### config.mk
export PLATFORM = sky130hd
export DESIGN_NAME = cart_bank_mapper
export DESIGN_NICKNAME = d
export VERILOG_FILES = /design/src/rtl/cmap_pkg.sv /design/src/rtl/cmap_wr_decode.sv /design/src/rtl/cmap_prg_map.sv /design/src/rtl/cmap_chr_map.sv /design/src/rtl/cart_bank_mapper.sv
export SDC_FILE = /design/constraint.sdc
export NUM_CORES = 1
export LEC_CHECK = 0
export BUFFER_PORTS_ARGS = -buffer_cell sky130_fd_sc_hd__clkbuf_2
export CAP_MARGIN = 20
export CORE_UTILIZATION = 23
export CTS_CLUSTER_SIZE = 30
export DETAILED_ROUTE_END_ITERATION = 10
export GPL_TIMING_DRIVEN = 0
export HOLD_SLACK_MARGIN = 0.15
export SYNTH_ARGS = -nofsm -noshare
export SYNTH_HDL_FRONTEND = slang
export SYNTH_SLANG_ARGS = --single-unit
### constraint.sdc
create_clock -name clk -period 3.05 [get_ports clk]
set_input_delay 0.4575 -clock clk [delete_from_list [all_inputs] [get_ports clk]]
set_output_delay 0.4575 -clock clk [all_outputs]
set_load 0.05 [all_outputs]
### src/rtl/cmap_pkg.sv
package cmap_pkg;
  localparam int BANK_W    = 8;
  localparam int NIB_W     = 4;
  localparam int DATA_W    = 8;
  localparam int CPU_AW    = 16;
  localparam int PPU_AW    = 14;
  localparam int PRG_OFS_W = 13;
  localparam int CHR_OFS_W = 10;
  localparam int PRG_WIN   = 4;
  localparam int PRG_SW    = 2;
  localparam int CHR_WIN   = 8;
  localparam int CHR_PAGES = CHR_WIN / 2;
  localparam int PRG_SEL_W = $clog2(PRG_WIN);
  localparam int CHR_SEL_W = $clog2(CHR_WIN);
  localparam int PRG_OUT_W = BANK_W + PRG_OFS_W;
  localparam int CHR_OUT_W = BANK_W + CHR_OFS_W;

  localparam logic [3:0] PG_PRG0      = 4'h8;
  localparam logic [3:0] PG_PRG1      = 4'hA;
  localparam logic [3:0] PG_CHR_FIRST = 4'hB;

  typedef logic [BANK_W-1:0] bank_t;

  typedef struct packed {
    logic [PRG_SW-1:0]  prg_we;
    logic [CHR_WIN-1:0] chr_we;
    logic               chr_hi;
  } wr_cmd_t;
endpackage

### src/rtl/cmap_wr_decode.sv
module cmap_wr_decode
  import cmap_pkg::*;
(
  input  logic              wr_en,
  input  logic [CPU_AW-1:0] wr_addr,
  output wr_cmd_t           cmd
);
  logic [3:0] page;
  logic [3:0] chr_rel;
  logic       unused_bits;

  assign page    = wr_addr[15:12];
  assign chr_rel = page - PG_CHR_FIRST;

  always_comb begin
    cmd        = '0;
    cmd.chr_hi = wr_addr[2];
    if (wr_en) begin
      cmd.prg_we[0] = (page == PG_PRG0);
      cmd.prg_we[1] = (page == PG_PRG1);
      for (int p = 0; p < CHR_PAGES; p++) begin
        if (chr_rel == 4'(p)) begin
          cmd.chr_we[2*p]   = !wr_addr[3];
          cmd.chr_we[2*p+1] =  wr_addr[3];
        end
      end
    end
  end

  assign unused_bits = ^{wr_addr[11:4], wr_addr[1:0]};
endmodule

### src/rtl/cmap_prg_map.sv
module cmap_prg_map
  import cmap_pkg::*;
#(
  parameter int PRG_BANKS = 32
) (
  input  logic                 clk,
  input  logic                 rst_n,
  input  logic [PRG_SW-1:0]    prg_we,
  input  logic [DATA_W-1:0]    wr_data,
  input  logic [CPU_AW-1:0]    rd_addr,
  output logic [PRG_OUT_W-1:0] prg_addr
);
  localparam bank_t FIX_LO = bank_t'(PRG_BANKS - 2);
  localparam bank_t FIX_HI = bank_t'(PRG_BANKS - 1);

  bank_t                sw_q   [PRG_SW];
  bank_t                sw_d   [PRG_SW];
  bank_t                win_bank [PRG_WIN];
  logic [PRG_SEL_W-1:0] sel;
  logic                 unused_bits;

  for (genvar g = 0; g < PRG_SW; g++) begin : g_sw
    always_comb sw_d[g] = bank_t'(wr_data);

    always_ff @(posedge clk or negedge rst_n) begin
      if (!rst_n)         sw_q[g] <= bank_t'(g);
      else if (prg_we[g]) sw_q[g] <= sw_d[g];
    end
  end

  always_comb begin
    for (int w = 0; w < PRG_SW; w++) win_bank[w] = sw_q[w];
    win_bank[PRG_WIN-2] = FIX_LO;
    win_bank[PRG_WIN-1] = FIX_HI;
  end

  assign sel         = rd_addr[PRG_OFS_W +: PRG_SEL_W];
  assign prg_addr    = {win_bank[sel], rd_addr[PRG_OFS_W-1:0]};
  assign unused_bits = rd_addr[CPU_AW-1];
endmodule

### src/rtl/cmap_chr_map.sv
module cmap_chr_map
  import cmap_pkg::*;
(
  input  logic                 clk,
  input  logic                 rst_n,
  input  logic [CHR_WIN-1:0]   chr_we,
  input  logic                 chr_hi,
  input  logic [DATA_W-1:0]    wr_data,
  input  logic [PPU_AW-1:0]    ppu_addr,
  output logic [CHR_OUT_W-1:0] chr_addr
);
  bank_t                reg_q [CHR_WIN];
  bank_t                reg_d [CHR_WIN];
  logic [NIB_W-1:0]     nib;
  logic [CHR_SEL_W-1:0] sel;
  logic                 unused_bits;

  assign nib = wr_data[NIB_W-1:0];

  for (genvar g = 0; g < CHR_WIN; g++) begin : g_reg
    always_comb begin
      if (chr_hi) reg_d[g] = {nib, reg_q[g][NIB_W-1:0]};
      else        reg_d[g] = {reg_q[g][BANK_W-1:NIB_W], nib};
    end

    always_ff @(posedge clk or negedge rst_n) begin
      if (!rst_n)         reg_q[g] <= bank_t'(g);
      else if (chr_we[g]) reg_q[g] <= reg_d[g];
    end
  end

  assign sel         = ppu_addr[CHR_OFS_W +: CHR_SEL_W];
  assign chr_addr    = {reg_q[sel], ppu_addr[CHR_OFS_W-1:0]};
  assign unused_bits = ^{wr_data[DATA_W-1:NIB_W], ppu_addr[PPU_AW-1]};
endmodule

### src/rtl/cart_bank_mapper.sv
module cart_bank_mapper
  import cmap_pkg::*;
#(
  parameter int PRG_BANKS = 32
) (
  input  logic        clk,
  input  logic        rst_n,
  input  logic        cpu_wr_en,
  input  logic [15:0] cpu_wr_addr,
  input  logic [7:0]  cpu_wr_data,
  input  logic [15:0] cpu_rd_addr,
  input  logic [13:0] ppu_addr,
  output logic [20:0] prg_rom_addr,
  output logic [17:0] chr_rom_addr
);
  logic [1:0] rst_pipe;
  logic       rst_sync_n;
  wr_cmd_t    cmd;

  always_ff @(posedge clk or negedge rst_n) begin
    if (!rst_n) rst_pipe <= '0;
    else        rst_pipe <= {rst_pipe[0], 1'b1};
  end
  assign rst_sync_n = rst_pipe[1];

  cmap_wr_decode u_dec (
    .wr_en   (cpu_wr_en),
    .wr_addr (cpu_wr_addr),
    .cmd     (cmd)
  );

  cmap_prg_map #(.PRG_BANKS(PRG_BANKS)) u_prg (
    .clk      (clk),
    .rst_n    (rst_sync_n),
    .prg_we   (cmd.prg_we),
    .wr_data  (cpu_wr_data),
    .rd_addr  (cpu_rd_addr),
    .prg_addr (prg_rom_addr)
  );

  cmap_chr_map u_chr (
    .clk      (clk),
    .rst_n    (rst_sync_n),
    .chr_we   (cmd.chr_we),
    .chr_hi   (cmd.chr_hi),
    .wr_data  (cpu_wr_data),
    .ppu_addr (ppu_addr),
    .chr_addr (chr_rom_addr)
  );
endmodule

# --- Word-level counts from Yosys, hierarchy flattened ---
# Cells that the tools add are included.
word_totals:
  regBits: 82
  inputBits: 57
  word_cells: 59
classes:
  addsub: 1
  magnitude_cmp: 2
  n_eq_ne: 5
  n_mux: 11
  bitwise: 3
  reduce_logical: 18
ops:
  columns: ["operator", "n"]
  rows:
  - ["$mux W8", 4]
  - ["$reduce_and A2 Y1", 16]
  - ["$bmux W8 S3", 1]
  - ["$bmux W8 S2", 1]
  - ["$mux W10", 1]
  - ["$eq A4 B2 Y1 const B", 2]
  - ["$eq A4 B4 Y1 const B", 2]
  - ["$mux W2", 4]
  - ["$eq A4 B1 Y1 const B", 1]
  - ["$ge A4 B4 Y1 const B", 1]
  - ["$logic_not A4 Y1", 1]
  - ["$not A3 Y4", 1]
  - ["$sub A4 B4 Y4 const B", 1]
  - ["$ge A3 B3 Y1 const B", 1]
  - ["$not A2 Y3", 1]
  - ["$logic_not A1 Y1", 1]
  - ["$not A1 Y1", 1]

# --- Depth between registers and ports, before layout ---
# Gate-level depths: netlist of the first run.
depth:
  depth_word: 5
  mapped_depth: 4
  ltp_nobuf: 3

# --- Cells and area by module ---
# From an unflattened synthesis of the first run, not the netlist that was laid out.
hier_totals:
  hier_cells: 275
  area_unflattened_um2: 4042.6
modules_own_cells:
  columns: ["module", "instances", "cells_each", "area_each_um2", "seq_area_each_um2"]
  rows:
  - ["cmap_chr_map", 1, 188, 3062.9, 1616.6]
  - ["cmap_prg_map", 1, 66, 828.3, 401.6]
  - ["cmap_wr_decode", 1, 18, 97.6, 0.0]
  - ["cart_bank_mapper", 1, 3, 53.8, 50.0]

# --- Least setup slack after synthesis of the first run ---
# Ideal clock, no wire load.
synth_timing:
  path_type: "input-to-output"
  startpoint: "input ppu_addr[10]"
  endpoint: "output chr_rom_addr[13]"
  arrival_ns: 1.748
  t_required_ns: 2.592
  slack_ns: 0.845
  stages: 4
  path_buffers: 2
  path_cell_list: "buf_2 -> buf_6 -> mux4_2 -> mux2_2"
synth_via:
  elab_chain_len: 4
synth_rtl:
  columns: ["item", "line_no", "text"]
  rows:
  - ["from (decl)", "cart_bank_mapper.sv:12", "input logic [13:0] ppu_addr,"]
  - ["$not A3 Y4 (implied by the code)", "cmap_chr_map.sv:33", "assign chr_addr = {reg_q[sel], ppu_addr[CHR_OFS_W-1:0]};"]
  - ["$bmux W8 S3", "cmap_chr_map.sv:33", null]
  - ["$mux W8 (implied by the code) (2 in series)", "cmap_chr_map.sv:33", null]
  - ["to (decl)", "cart_bank_mapper.sv:14", "output logic [17:0] chr_rom_addr"]
# No other way between the ends. The select of a mux whose other input is x is not followed.

# --- Final worst setup path of the first run ---
layout_timing:
  startpoint: "input ppu_addr[12]"
  endpoint: "output chr_rom_addr[11]"
# Same word-level chain as after synthesis.

==> impl_metrics.ini, run 1 <==
[synthesis]
syn_inst = 268
ys_seq_area_share_pct = 52.36
syn_area_um2 = 3950
synth-xor-area-share_pct = 0
synthMuxAreaShare_pct = 35.35
yosys.area_share.adder_pct = 0
synth_nets = 325
synthArstFlopShare_pct = 100.0
yosysTopAreaCellShare_pct = 43.71
synth_top_flop_cell = dfrtp_1
ys_types = 24
synth_edf_count = 0
yosys_warnings = 0
synth_compound_area_share_pct = 1.014
yosys.area_share.simple_pct = 5.100
synthTopCellsByArea = dfrtp_1 44%, mux2_2 24%, mux4_2 9.1%, dfstp_2 8.6%, buf_4 4.4%
yosysTopAreaCell = dfrtp_1
syn_avg_cell_area_um2 = 14.74
synth.ff_latch_count = 82
synth_top_family_by_area = multiplexers

[setup_path]
cp_max_fo = 10
worst_ep_arrival_time_ns = 2.12
cp-start-kind = primary input
cp.required_ns = 2.59
r2r-start = rst_pipe[1]
cpLargestDelayFamily = buffers and inverters
crit_start = ppu_addr[12]
setup.worst_path.end_class = primary output
path_class = in2out
crit_chain = clkbuf_1 > buf_2 > mux4_2 > mux2_2 > clkbuf_2
slowest_stage = buf_2
crit_buf_inv = 3
max_stage_delay_ns = 0.39

[detailed_routing]
ant_nets = 0
firstDrtPassIters = 4
vias_per_cell = 4.356
vias = 2448
drt_iter0_drc = 80
avgRoutedWirePerCell_um = 15.65
wirelength_um = 8793
drc = 0

[power]
ir_worst_vdd_uv = 417.1
power.leakage_nw = 2.220
power_density_nw_per_um2 = 640.0

[clock_network]
clk_pin_slew_ns = 0.06
clock_sinks = 82
post-cts-setup-buffers = 0
clockRootBuffer = clkbuf_16
htree_levels = 3
clock_path_buffers = 2
cts_buffers = 9
tritoncts = yes
clock_latency_ns = 0.33

[global_routing]
antenna_found_initial = 0
grt_pass1_wl_um = 13900
track_usage_pct = 10.55
grt_pass1_vias = 2531
grt-ovfl-total = 0
grt_max_degree = 73

[finish]
seqCellArea_um2 = 2072
antenna_cells = 0
synthToLayoutAreaGrowth_pct = 23.19
multiInputGateArea_um2 = 1642
drive_above_1_share_pct = 64.62
layout_common_cells = 84 x mux2_2, 68 x dfrtp_1, 56 x clkbuf_2, 23 x buf_4, 19 x nor2_1
final_nets = 394
fill_cells = 1717
layout_commonest_cell = mux2_2
utilization_pct = 29.14

[floorplan]
chipWidth_um = 133.1
initial_utilization_pct = 23.65
rows = 47
die-area_um2 = 17700
core_um2 = 16700
die_height_um = 133.1
boundaryPins = 96

[timing]
worst_slew_pin_slew_ns = 0.6083
final_max_slew_viol_count = 0
fin_crit_sh_pct = 84.35
period_needed_ns = 2.573
hold_slack_ns = 0.1501
setup_violations = 0
max_freq_ghz = 0.3887
grt_setup_unrepaired = false
skew_ns = 0.005455
relSlewSlack_pct = 59.45
finalHoldViolCount = 0

[place]
dp_hpwl_um = 6260
place_congestion = 0.7332
portBuffers = 56

[outcome]
status = completed

[flow_run]
cap_viol_max_count = 0

[worst_hold_path]
hold_path.class = reg2async
## final timing paths
path	depth (start not counted)	end	slack, ns
min in group clk	0	rst_pipe[1]	0.35
max in group asynchronous	1	u_chr.reg_q[10]	2.27
setup reg to reg	1	u_chr.reg_q[10]	2.27
hold reg to reg	0	u_prg.sw_q[13]	0.15
setup / recovery	5	chr_rom_addr[11]	0.48
hold / removal	0	u_prg.sw_q[13]	0.15
## cell families after synthesis
| group | after synthesis |
|---|---|
| muxes | 107 |
| DFF | 82 |
| and+or+nand+nor | 37 |
| buffers and inverters | 36 |
| AOI/OAI and AO/OA | 5 |
| other | 1 |
## stage by stage
stage	total power [mW]	setup TNS (ns)	cell area, µm²	cells	setup slack (ns)
floorplan	1.839	0	3950	268	0.6198
global route	3.265	0	4866	562	0.4279
detailed placement	1.996	0	4537	545	0.4495
finish	3.114	0	4866	562	0.4773
global placement	1.964	-7.346	4506	544	-0.1138
CTS	3.153	0	4866	562	0.4488
## state kept, by name, summed over array words and instances, names as in the netlist
signal,count
u_chr.reg_q,64
u_prg.sw_q,16
rst_pipe,2
## synth_stat cells, types with 2 or more instances
master    number
nor2_1        19
dfstp_2       13
mux2_2        84
a211o_1        4
nand3b_1       2
mux2i_1        3
dfrtp_1       69
nand4b_1       3
buf_4         23
nand2_1        3
buf_1          2
mux4_2        16
mux2_4         4
nor2b_1        5
clkbuf_1       6
buf_2          3
buf_6          2
## power breakdown
group / internal [mW] / switching (mW) / total (mW)
Sequential: 1.27 / 0.0798 / 1.35
Clock: 0.715 / 0.430 / 1.14
Combinational: 0.277 / 0.344 / 0.620
## what timing repair did
item	4_1_cts	5_1_grt
gates resized for setup	0	0
hold endpoints to repair	2	0
hold buffers	1	0
## final cells by class
cell class | instances | share of cell area (%)
sequential | 82 | 42.58
clock inverter | 7 | 1.929
tap | 220 | 5.657
timing repair buffer | 58 | 6.531
multi-input combinational | 150 | 33.74
buffer | 36 | 4.937
clock buffer | 9 | 4.628
## per-layer routing
metal / vias up / track usage, % / wire length (µm)
li1: 1089 / - / -
met1: 1270 / 13.69 / 4013
met2: 77 / 16.96 / 4276
met3: 12 / 2.146 / 355
met4: 0 / 4.598 / 148
met5: - / 0 / 0
(Power assumes the default switching activity.)
==> inputs of run 2 (changes only) <==
- ABC_AREA: default -> 1
- clock period: 3.05 -> 2.7 ns (I/O delays scaled with it)
==> impl_metrics.ini, run 2 <==
[synthesis]
ys_seq_area_share_pct = 49.79
synthTopCellsByArea = dfrtp_1 42%, nand2_1 20%, dfstp_2 8.2%, o21ai_0 6.9%, nor2_1 6.3%
syn_area_um2 = 4154
yosysTopAreaCell = dfrtp_1
syn_avg_cell_area_um2 = 7.431
synthArstFlopShare_pct = 100.0
synth_nets = 616
yosysMostFrequentCell = nand2_1
ys_types = 22
synth_top_flop_cell = dfrtp_1
yosys-top-cells-count = 220 x nand2_1, 70 x nor2_1, 69 x dfrtp_1
synth_edf_count = 0
synth.ff_latch_count = 82
yosys_warnings = 0
syn_inst = 559
yosysTopAreaCellShare_pct = 41.57

[timing]
grt_setup_unrepaired = false
setup_ws_ns = 0.4573
max_freq_ghz = 0.4459
hold_slack_ns = 0.2175
setup_violations = 0
final_max_slew_viol_count = 0
skew_ns = 0.004574
period_needed_ns = 2.243
fin_crit_sh_pct = 83.06
relSlewSlack_pct = 54.13
worst_slew_pin_slew_ns = 0.6880
fin_tns_setup_ns = 0
finalHoldViolCount = 0

[finish]
antenna_cells = 0
final_nets = 685
utilization_pct = 28.97
synthToLayoutAreaGrowth_pct = 21.90
layout_commonest_cell = nand2_1
layout_common_cells = 220 x nand2_1, 70 x nor2_1, 68 x dfrtp_1, 57 x o21ai_0, 57 x clkbuf_2
drive_above_1_share_pct = 20.06
top_regs = u_chr.reg_q: 64 flops, u_prg.sw_q: 16 flops, rst_pipe: 2 flops
largest_reg_flops = 64
top_register = u_chr.reg_q

[global_routing]
grt_pass1_wl_um = 18220
grt-ovfl-total = 0
track_usage_pct = 13.01
grt_pass1_vias = 3522
antenna_found_initial = 0
grt_max_degree = 62

[power]
cellInternalPower_mw = 2.389
p_clk_share_pct = 36.6
p_total_mw = 3.424
p_comb_share_pct = 18.9
p_seq_share_pct = 44.5
power_density_nw_per_um2 = 676.3
power_switching_mw = 1.035
ir_worst_vdd_uv = 308.8
power.leakage_nw = 2.609
p_sw_share_pct = 30.23

[outcome]
status = completed

[flow_run]
cap_viol_max_count = 0

[place]
place_congestion = 0.7912
place_ws_ns = 0.4436
portBuffers = 56
dp_hpwl_um = 8163

[setup_path]
cp-start-kind = primary input
cp_max_fo = 10
cpLargestDelayFamily = buffers and inverters
crit_buf_inv = 4
regToRegSetupSlack_ns = 1.84
max_stage_delay_ns = 0.40
path_class = in2out
cp.required_ns = 2.30
crit_chain = buf_2 > inv_1 > clkbuf_1 > o21ai_0 > nand2_1 > nand2_1 > nand2_1 > clkbuf_2
r2r-start = rst_pipe[1]
slowest_stage = clkbuf_1
setup.worst_path.end_class = primary output
worst_ep_arrival_time_ns = 1.84
crit_start = ppu_addr[10]
cp_common_cell = nand2_1

[detailed_routing]
drt_iter0_drc = 233
drc = 0
vias = 3717
firstDrtPassIters = 4
ant_nets = 0
wirelength_um = 11280
vias_per_cell = 4.332
avgRoutedWirePerCell_um = 13.15

[clock_network]
cts_hold_buf = 1
tritoncts = yes
clock_sinks = 82
post_cts_resized = 0
htree_levels = 3
clock_latency_ns = 0.34
clockRootBuffer = clkbuf_16
cts_buffers = 9
clk_pin_slew_ns = 0.06
clock_path_buffers = 2
post-cts-setup-buffers = 0

[floorplan]
chipWidth_um = 136.4
boundaryPins = 96
initial_utilization_pct = 23.77
core_um2 = 17480
die_height_um = 136.4
rows = 48
die-area_um2 = 18600

[worst_hold_path]
hold_path.class = reg2async
[run 2: cell count changes after synthesis, sizes merged, moves of 9 or more]
cell	delta
inv	+29
mux2	-88
mux4	-16
nand2	+217
nand3	+20
nor2	+54
nor3	+9
o21ai	+66
[run 2: path summary, 6_finish.rpt]
| path | to | cells after the start |
|---|---|---|
| worst max-delay path | chr_rom_addr[17] | 8 |
| worst min-delay path | u_prg.sw_q[7] | 0 |
| worst max register to register | u_chr.reg_q[0] | 1 |
| worst min register to register | u_prg.sw_q[7] | 0 |
| max in group asynchronous | u_chr.reg_q[0] | 1 |
| min in group clk | u_prg.sw_q[5] | 3 |
[run 2: cells by family after synthesis]
family,Yosys count,synth area share (%)
other cells,1,0.09027
buf+inv,74,9.156
flops,82,49.79
simple gates,326,31.48
compound gates,76,9.488
[run 2: layout make-up]
cell class / count / area [µm²]
multi-input cells: 403 / 1705
well taps: 225 / 281.5
clock inverters: 4 / 50.05
fillers: 1871 / 12410
clock buffers: 12 / 256.5
inverters: 29 / 108.9
plain buffers: 45 / 271.5
flip-flops and latches: 82 / 2072
repair buffers: 58 / 317.8
[run 2: routing by layer]
layer / GRT usage (%) / up-vias / part of all wire [%]
met4: 6.420 / 0 / 2.5
met3: 1.380 / 15 / 3.8
met5: 0 / - / 0
li1: - / 1877 / -
met2: 20.84 / 73 / 47
met1: 17.38 / 1752 / 46
[run 2: power groups by stage]
stage          clock, mW  sequential (mW)  combinational (mW)
4_1_cts             1.27             1.52               0.654
2_1_floorplan          0             1.52               0.481
5_1_grt             1.33             1.54               0.725
3_5_place_dp           0             1.54               0.651
6_report            1.25             1.52               0.646
3_3_place_gp           0             1.55               0.615
[run 2: per-stage QoR]
step                instances  cell area, µm²
floorplan                 559            4154
global route              858            5064
global placement          840            4716
finish                    858            5064
detailed placement        841            4747
CTS                       858            5064
